==> src/rtl/out_ep_pkg.sv <==
package out_ep_pkg;

  typedef logic [7:0] ep_byte_t;

  // next bank index in ring order
  function automatic int unsigned ring_next(input int unsigned idx, input int unsigned nbanks);
    return (idx + 1 >= nbanks) ? 0 : idx + 1;
  endfunction

endpackage

==> src/rtl/ep_bank_ram.sv <==
module ep_bank_ram #(
  parameter int NBANK = 2,
  parameter int DEPTH = 64,
  localparam int WORDS = NBANK * DEPTH,
  localparam int AW = (WORDS > 1) ? $clog2(WORDS) : 1
) (
  input  logic                   clk,
  input  logic                   we,
  input  logic [AW-1:0]          waddr,
  input  out_ep_pkg::ep_byte_t   wdata,
  input  logic                   re,
  input  logic [AW-1:0]          raddr,
  output out_ep_pkg::ep_byte_t   rdata
);
  out_ep_pkg::ep_byte_t mem [WORDS];

  // simple dual port, registered read: maps onto block RAM
  always_ff @(posedge clk) begin
    if (we) mem[waddr] <= wdata;
    if (re) rdata <= mem[raddr];
  end
endmodule

==> src/rtl/ep_bank_ledger.sv <==
module ep_bank_ledger #(
  parameter int NBANK = 2
) (
  input  logic             clk,
  input  logic             rst,
  input  logic [NBANK-1:0] set_full,
  input  logic [NBANK-1:0] clr_full,
  output logic [NBANK-1:0] full
);
  for (genvar b = 0; b < NBANK; b++) begin : g_bank
    always_ff @(posedge clk) begin
      if (rst)              full[b] <= 1'b0;
      else if (set_full[b]) full[b] <= 1'b1;
      else if (clr_full[b]) full[b] <= 1'b0;
    end

    // the host side only fills a bank that is free
    a_r2_fill_only_free: assert property (@(posedge clk) disable iff (rst)
      set_full[b] |-> !full[b]);
    // the CPU side only releases a bank that holds data
    a_r6_release_only_full: assert property (@(posedge clk) disable iff (rst)
      clr_full[b] |-> full[b]);
  end
endmodule

==> src/rtl/ep_host_fill.sv <==
module ep_host_fill #(
  parameter int NBANK = 2,
  parameter int DEPTH = 64,
  localparam int WORDS = NBANK * DEPTH,
  localparam int AW = (WORDS > 1) ? $clog2(WORDS) : 1,
  localparam int BW = (NBANK > 1) ? $clog2(NBANK) : 1,
  localparam int CW = $clog2(DEPTH + 1)
) (
  input  logic                         clk,
  input  logic                         rst,
  input  logic                         ep_enable,
  input  logic                         rx_start,
  input  logic                         rx_valid,
  input  out_ep_pkg::ep_byte_t         rx_byte,
  input  logic                         rx_done,
  input  logic [NBANK-1:0]             full,
  output logic [NBANK-1:0]             set_full,
  output logic                         we,
  output logic [AW-1:0]                waddr,
  output out_ep_pkg::ep_byte_t         wdata,
  output logic [NBANK-1:0][CW-1:0]     bank_cnt,
  output logic                         hs_ack,
  output logic                         hs_nak
);
  logic          taking;
  logic [BW-1:0] hbank;
  logic [CW-1:0] wcnt;
  logic          room;

  assign room  = (wcnt < CW'(DEPTH));
  assign we    = rx_valid && taking && !rx_start && room;
  assign waddr = AW'(hbank) * AW'(DEPTH) + AW'(wcnt);
  assign wdata = rx_byte;

  for (genvar b = 0; b < NBANK; b++) begin : g_set
    assign set_full[b] = rx_done && taking && (hbank == BW'(b));
  end

  always_ff @(posedge clk) begin
    if (rst) begin
      taking   <= 1'b0;
      hbank    <= '0;
      wcnt     <= '0;
      bank_cnt <= '0;
      hs_ack   <= 1'b0;
      hs_nak   <= 1'b0;
    end else begin
      hs_ack <= 1'b0;
      hs_nak <= 1'b0;
      if (rx_start) begin
        taking <= ep_enable && !full[hbank];
        wcnt   <= '0;
      end else if (we) begin
        wcnt <= wcnt + 1'b1;
      end
      if (rx_done) begin
        hs_ack <= taking;
        hs_nak <= !taking;
        taking <= 1'b0;
        if (taking) begin
          bank_cnt[hbank] <= wcnt;
          hbank <= BW'(out_ep_pkg::ring_next(32'(hbank), NBANK));
        end
      end
    end
  end

  // one handshake per packet, never both
  a_r2_one_handshake: assert property (@(posedge clk) disable iff (rst)
    !(hs_ack && hs_nak));
  // the fill position never passes the bank size
  a_r8_count_capped: assert property (@(posedge clk) disable iff (rst)
    wcnt <= CW'(DEPTH));
endmodule

==> src/rtl/ep_cpu_drain.sv <==
module ep_cpu_drain #(
  parameter int NBANK = 2,
  parameter int DEPTH = 64,
  localparam int WORDS = NBANK * DEPTH,
  localparam int AW = (WORDS > 1) ? $clog2(WORDS) : 1,
  localparam int BW = (NBANK > 1) ? $clog2(NBANK) : 1,
  localparam int CW = $clog2(DEPTH + 1)
) (
  input  logic                     clk,
  input  logic                     rst,
  input  logic                     irq_en,
  input  logic                     clr_rx_flag,
  input  logic                     release_bank,
  input  logic                     rd_en,
  input  logic [NBANK-1:0]         full,
  input  logic [NBANK-1:0][CW-1:0] bank_cnt,
  output logic [NBANK-1:0]         clr_full,
  output logic                     re,
  output logic [AW-1:0]            raddr,
  output logic                     rx_flag,
  output logic                     cpu_owns,
  output logic                     irq,
  output logic [CW-1:0]            byte_cnt
);
  logic [BW-1:0] cbank;
  logic [CW-1:0] rptr;
  logic          offer;
  logic          give_back;
  logic          flag_nxt;

  assign offer     = !cpu_owns && full[cbank];
  assign give_back = cpu_owns && release_bank;
  assign re        = cpu_owns && rd_en;
  assign raddr     = AW'(cbank) * AW'(DEPTH) + AW'(rptr);
  assign flag_nxt  = offer ? 1'b1 : (clr_rx_flag ? 1'b0 : rx_flag);

  for (genvar b = 0; b < NBANK; b++) begin : g_clr
    assign clr_full[b] = give_back && (cbank == BW'(b));
  end

  always_ff @(posedge clk) begin
    if (rst) begin
      cbank    <= '0;
      rptr     <= '0;
      cpu_owns <= 1'b0;
      rx_flag  <= 1'b0;
      irq      <= 1'b0;
      byte_cnt <= '0;
    end else begin
      rx_flag <= flag_nxt;
      irq     <= flag_nxt && irq_en;
      if (give_back) begin
        cpu_owns <= 1'b0;
        cbank    <= BW'(out_ep_pkg::ring_next(32'(cbank), NBANK));
        rptr     <= '0;
        byte_cnt <= '0;
      end else if (offer) begin
        cpu_owns <= 1'b1;
        byte_cnt <= bank_cnt[cbank];
      end else if (re && rptr != CW'(DEPTH)) begin
        rptr <= rptr + 1'b1;
      end
    end
  end

  // the CPU only ever owns a bank that the ledger marks full
  a_r3_owned_is_full: assert property (@(posedge clk) disable iff (rst)
    cpu_owns |-> full[cbank]);
  // offering a bank always raises the flag with it
  a_r3_offer_raises_flag: assert property (@(posedge clk) disable iff (rst)
    $rose(cpu_owns) |-> rx_flag);
  // no interrupt request without the flag
  a_r4_irq_needs_flag: assert property (@(posedge clk) disable iff (rst)
    irq |-> rx_flag);
  // acknowledging the flag keeps the bank owned
  a_r5_ack_keeps_bank: assert property (@(posedge clk) disable iff (rst)
    (cpu_owns && clr_rx_flag && !release_bank) |=> cpu_owns);
  // no offered bank, no count shown
  a_r8_idle_count_zero: assert property (@(posedge clk) disable iff (rst)
    !cpu_owns |-> (byte_cnt == '0));
endmodule

==> src/rtl/out_ep_bank_mgr.sv <==
module out_ep_bank_mgr #(
  parameter int NBANK      = 2,
  parameter int BANK_BYTES = 64,
  localparam int WORDS = NBANK * BANK_BYTES,
  localparam int AW = (WORDS > 1) ? $clog2(WORDS) : 1,
  localparam int CW = $clog2(BANK_BYTES + 1)
) (
  input  logic          clk,
  input  logic          rst,
  input  logic          ep_enable,
  input  logic          irq_en,
  input  logic          rx_start,
  input  logic          rx_valid,
  input  logic [7:0]    rx_byte,
  input  logic          rx_done,
  output logic          hs_ack,
  output logic          hs_nak,
  input  logic          clr_rx_flag,
  input  logic          release_bank,
  input  logic          rd_en,
  output logic [7:0]    rd_data,
  output logic [CW-1:0] byte_cnt,
  output logic          rx_flag,
  output logic          cpu_owns,
  output logic          irq
);
  logic [NBANK-1:0]         full;
  logic [NBANK-1:0]         set_full;
  logic [NBANK-1:0]         clr_full;
  logic [NBANK-1:0][CW-1:0] bank_cnt;
  logic                     we;
  logic                     re;
  logic [AW-1:0]            waddr;
  logic [AW-1:0]            raddr;
  out_ep_pkg::ep_byte_t     wdata;

  ep_host_fill #(.NBANK(NBANK), .DEPTH(BANK_BYTES)) u_fill (
    .clk(clk), .rst(rst), .ep_enable(ep_enable),
    .rx_start(rx_start), .rx_valid(rx_valid), .rx_byte(rx_byte), .rx_done(rx_done),
    .full(full), .set_full(set_full), .we(we), .waddr(waddr), .wdata(wdata),
    .bank_cnt(bank_cnt), .hs_ack(hs_ack), .hs_nak(hs_nak)
  );

  ep_bank_ledger #(.NBANK(NBANK)) u_ledger (
    .clk(clk), .rst(rst), .set_full(set_full), .clr_full(clr_full), .full(full)
  );

  ep_cpu_drain #(.NBANK(NBANK), .DEPTH(BANK_BYTES)) u_drain (
    .clk(clk), .rst(rst), .irq_en(irq_en), .clr_rx_flag(clr_rx_flag),
    .release_bank(release_bank), .rd_en(rd_en), .full(full), .bank_cnt(bank_cnt),
    .clr_full(clr_full), .re(re), .raddr(raddr), .rx_flag(rx_flag),
    .cpu_owns(cpu_owns), .irq(irq), .byte_cnt(byte_cnt)
  );

  ep_bank_ram #(.NBANK(NBANK), .DEPTH(BANK_BYTES)) u_ram (
    .clk(clk), .we(we), .waddr(waddr), .wdata(wdata),
    .re(re), .raddr(raddr), .rdata(rd_data)
  );
endmodule

==> config.mk <==
export PLATFORM = sky130hd
export DESIGN_NAME = out_ep_bank_mgr
export DESIGN_NICKNAME = d
export VERILOG_FILES = /design/src/rtl/out_ep_pkg.sv /design/src/rtl/ep_bank_ram.sv /design/src/rtl/ep_bank_ledger.sv /design/src/rtl/ep_host_fill.sv /design/src/rtl/ep_cpu_drain.sv /design/src/rtl/out_ep_bank_mgr.sv
export SDC_FILE = /design/constraint.sdc
export NUM_CORES = 1
export LEC_CHECK = 0
export ABC_CLOCK_PERIOD_IN_PS = 4700
export BUFFER_PORTS_ARGS = -buffer_cell sky130_fd_sc_hd__buf_4
export CELL_PAD_IN_SITES_DETAIL_PLACEMENT = 1
export CELL_PAD_IN_SITES_GLOBAL_PLACEMENT = 2
export CORE_ASPECT_RATIO = 1.5
export CORE_MARGIN = 2
export CORE_UTILIZATION = 55
export DETAILED_ROUTE_END_ITERATION = 16
export PLACE_DENSITY = 0.92
export SLEW_MARGIN = 20
export SYNTH_ARGS = -nofsm -noshare
export SYNTH_HDL_FRONTEND = slang
export SYNTH_HIERARCHICAL = 1
export SYNTH_SLANG_ARGS = --single-unit
==> constraint.sdc <==
create_clock -name clk -period 4.7 [get_ports clk]
set_input_delay 1.41 -clock clk [delete_from_list [all_inputs] [get_ports clk]]
set_output_delay 1.41 -clock clk [all_outputs]
set_load 0.02 [all_outputs]
==> metrics list <==
- The run finished with clean final reports.
- The count of buffers added on input and output ports is 37.
- At the end of routability-driven placement, the weighted congestion stood at around 0.85.
* Leading post-synthesis cells by cell area: sky130_fd_sc_hd__edfxtp_1 (74%), sky130_fd_sc_hd__mux4_2 (18%), sky130_fd_sc_hd__dfxtp_1 (2.2%), sky130_fd_sc_hd__nor2_1 (1.3%), sky130_fd_sc_hd__mux2i_1 (0.60%)
* Starting Density: a little under three fifths
- The first global-routing pass estimated approximately 180000 µm of wire.
* Total power density per cell area: ~400 mW/mm²
- Synth Area in Adders: 0.0898%
- Class of the most critical hold timing path: reg2reg
- Delay of the slowest cell on the worst path: around 0.65 ns
- Static timing analysis puts the maximum clock frequency at about 0.27 GHz.
- Most frequent cell after synthesis: sky130_fd_sc_hd__edfxtp_1
- Insertion delay of the later-clocked pin in the worst-skew pair: 0.68 ns
* Area of the multi-input gates: 0.00928 mm²
- Final HPWL from detailed placement: around 70000 µm
- met2 is the most crowded layer.
- Rel. slew slack: 25.7%
- Capture endpoint of the worst hold path: u_drain/byte_cnt[6]$_SDFFE_PP0P_
- Most instantiated cells after synthesis: sky130_fd_sc_hd__edfxtp_1 (1032), sky130_fd_sc_hd__mux4_2 (336), sky130_fd_sc_hd__nor2_1 (141)
* CTS sink cnt: between 1000 and 1500
- Reg-to-reg startpoint: u_drain/rptr[0]$_SDFFE_PP0P_
* Number of enable flip-flop cells after synthesis: 1032
- After detailed routing, the number of remaining DRC violations is 0.
- Number of antenna violations at the first check in global routing: 6
* Maximum buffer depth of the clock tree: 3
- Final core utilization: 62.2%
- The slowest stage of the critical path belongs to the cell sky130_fd_sc_hd__nor2_1.
- Starting DRT DRC Count: roughly 3500
- Final instance count without filler cells: 3070
- Final Net Count: just over 2000
* Final non-filler cell area: between 0.04 and 0.05 mm²
- Fillers: a little over 6000
- The critical path is of the in2reg type.
- Total global routing overflow: 0
* Reported max-cap violation count: 0
* Avg WL per Cell: roughly 40 µm
- All-layer global routing usage: between 30% and 40%
* Min-delay src: u_drain/byte_cnt[6]$_SDFFE_PP0P_
- Aggregate routed wire length: about 120000 µm
- Setup total negative slack on the finished layout was measured at 0 ns.
- For met3 alone, demand over resource in global routing was 5.86%.
- Post-Syn Area: ~0.042 mm²
- In the synthesized netlist, the number of instances is 1867.
* Worst r2r dst: u_ram/rdata[3]$_DFFE_PP_
- For this run, the leading register cell type out of synthesis is sky130_fd_sc_hd__edfxtp_1.
- Across the VDD grid, the largest voltage drop is roughly 0.27 mV.
* Library cell occupying the most area in the post-synthesis netlist: sky130_fd_sc_hd__edfxtp_1
* Data required time at the worst endpoint: about 5 ns
- CTS Buf Count: 89
- The detail route stage leaves a number of antenna-violating nets equal to 0.
* Cell depth of the worst min-delay path: 2
* Via count of the first global-routing pass: approximately 22000
* Floorplan die width: between 200 and 250 µm
- The root buffer cell chosen for the clock tree is sky130_fd_sc_hd__clkbuf_16.
* Critical path, cell by cell: buf_4 > nand4bb_1 > inv_1 > nor2b_1 > nand3_1 > buf_4 > nor2_1
* Via count normalized by instance count: roughly 7
- Across all register-to-register paths, the minimum setup slack is 0.96 ns.
- Leakage power: between 10 and 15 nW
- Fraction of final layout cells sized beyond drive strength 1: between 30% and 40%
- TritonCTS clock tree: yes
- In this run, synthesis produced a sequential element count of roughly 1100.
* CTS clock-pin slew for the worst setup and hold paths: ~0.070 ns
- The synthesized design devotes to its leading area cell type around 74% of total area.
- For the worst flop-to-flop path, the logic depth is 5.
* Yosys warns: 6
- Of all flip-flops after synthesis, the portion carrying an async set or reset was 0%.
* Rows: between 100 and 150
* Clock skew after layout: 0.0261 ns
* Worst-case hold slack: 0.502 ns
- Transition time of the tightest slew-check pin: around 1.1 ns
- The number of gates resized after CTS was 0.
* Register area share after synthesis: around three quarters
- Hold Buf Count CTS: 0
- When the netlist entered floorplanning its net count stood at between 1500 and 2000.
- The H-tree generated during clock tree synthesis spans 3 levels.
- Cell variety after synth: roughly 40
- Post-synthesis to final-layout area growth: 11.8%
- For the finished layout, the period the worst path requires is around 3.8 ns.
- Critical path startpoint category: input pin
* Global-route track usage on met2: between 50% and 60%
* Post-synthesis simple-gate area fraction: 2.54%
* Number of failing hold endpoints at the final stage: 0
- Along the worst path, the maximum fanout reaches 12.
* Vert. Die Dim: 342 µm
* Inst Count DP: about 2900
- The total area inside the core boundary comes to 0.0751 mm².
- Xor and xnor area share after synthesis: 0.0838%
- Registers take approximately 0.032 mm².
- In the global route stage, met1 resource usage came out at 40.6%.
- The cell that appears most often on the critical path is sky130_fd_sc_hd__buf_4.
* Placement Cell Area: ~0.044 mm²
- Arrival time reported for the critical path endpoint: 4.04 ns
* Via count: approximately 22000
- In this run the mean area of a mapped cell was roughly 22 µm².
- Combinational family with the most area after synthesis: multiplexers
- Die ar.: around 0.08 mm²
* Number of max-slew violations in the final report: 0
- Total of endpoints with negative setup slack in the final report: 0
* Largest net degree at the start of global routing: 80
- Setup bufs post-CTS: 0
- Portion of netlist area occupied by mux cells: about a fifth
* RSZ-0062 raised after global routing: no
- Critical Path Sink Type: register
- Pre-Repair DR Iteration Count: 6
* IO Pins: 38
* Post-route fraction of the period consumed by the critical path: around 80%
- Synthesized-area fraction occupied by ao, oa, aoi and oai cells: less than 1%
-- final cells by class --
cell class / count / share of cell area, %
antenna: 3 / 0.0161
clock buffer: 108 / 4.95
clock inverter: 57 / 1.19
inverter: 10 / 0.0803
multi-input combinational: 661 / 19.9
sequential: 1077 / 68.3
tap: 1000 / 2.68
timing repair buffer: 154 / 2.93
-- worst max path at each step --
stage	start	to	slack, ns
6_report	rx_start	u_ram/mem[126][1]$_DFFE_PP_	0.94
3_3_place_gp	rx_start	u_ram/mem[54][1]$_DFFE_PP_	0.98
5_1_grt	u_drain/rptr[0]$_SDFFE_PP0P_	u_ram/rdata[3]$_DFFE_PP_	0.94
4_1_cts	u_drain/rptr[0]$_SDFFE_PP0P_	u_ram/rdata[3]$_DFFE_PP_	0.97
2_1_floorplan	rx_start	u_ram/mem[110][0]$_DFFE_PP_	1.22
3_5_place_dp	rx_start	u_ram/mem[118][2]$_DFFE_PP_	0.63
-- metal layers --
layer	share of wire, %	vias up
met5	0.033	-
li1	-	8044
met2	51	1757
met1	33	11400
met3	9.6	374
met4	5.7	6
-- layout by cell type (no fill, tap or decap), types with 17 or more instances in the layout --
| cell type | synthesis | layout |
|---|---|---|
| sky130_fd_sc_hd__buf_12 | 0 | 17 |
| sky130_fd_sc_hd__mux4_2 | 336 | 336 |
| sky130_fd_sc_hd__mux2i_1 | 25 | 24 |
| sky130_fd_sc_hd__nand2_1 | 30 | 30 |
| sky130_fd_sc_hd__buf_4 | 32 | 137 |
| sky130_fd_sc_hd__clkinv_1 | 0 | 18 |
| sky130_fd_sc_hd__a21oi_1 | 23 | 23 |
| sky130_fd_sc_hd__clkbuf_16 | 0 | 89 |
| sky130_fd_sc_hd__nand3_1 | 19 | 19 |
| sky130_fd_sc_hd__nor2_1 | 141 | 141 |
| sky130_fd_sc_hd__dfxtp_1 | 45 | 41 |
| sky130_fd_sc_hd__clkbuf_1 | 47 | 17 |
| sky130_fd_sc_hd__edfxtp_1 | 1032 | 1032 |
-- report_power, final --
group          total (mW)  switching [mW]  internal [mW]
clock                7.60            3.56           4.04
combinational       0.349           0.258         0.0910
sequential           10.5         0.00820           10.5
total                18.5            3.83           14.6
-- cells by family (layout without fill, tap and decap cells) --
family / after synthesis / in the layout
buffers and inverters: 129 / 329
adders and majority gates: 3 / 3
and+or+nand+nor: 242 / 242
xor gates and xnor gates: 4 / 4
DFF: 1077 / 1077
other: 0 / 3
AOI/OAI and AO/OA: 43 / 43
muxes: 369 / 369
-- registers in the layout, summed over array words and instances (netlist names) --
name / cells
u_fill/hbank: 1
u_drain/rptr: 7
u_ledger/full: 2
u_fill/hs_ack: 1
u_fill/bank_cnt: 14
u_drain/rx_flag: 1
u_ram/mem: 1024
u_drain/cpu_owns: 1
u_fill/hs_nak: 1
u_fill/wcnt: 7
u_drain/cbank: 1
u_drain/irq: 1
u_fill/taking: 1
u_drain/byte_cnt: 7
u_ram/rdata: 8
-- worst max-delay path, delay by kind of cell --
kind	cells	cell delay (ns)
buffers and inverters	3	0.91
AND/OR/NAND/NOR	4	1.70
-- per-stage QoR --
stage	power, mW	worst slack, ns
detailed placement	11.1	0.631
global placement	11.0	0.976
finish	18.5	0.943
CTS	18.5	0.974
global route	18.8	0.939
floorplan	10.9	1.22
Power figures use the tool's default switching activity.
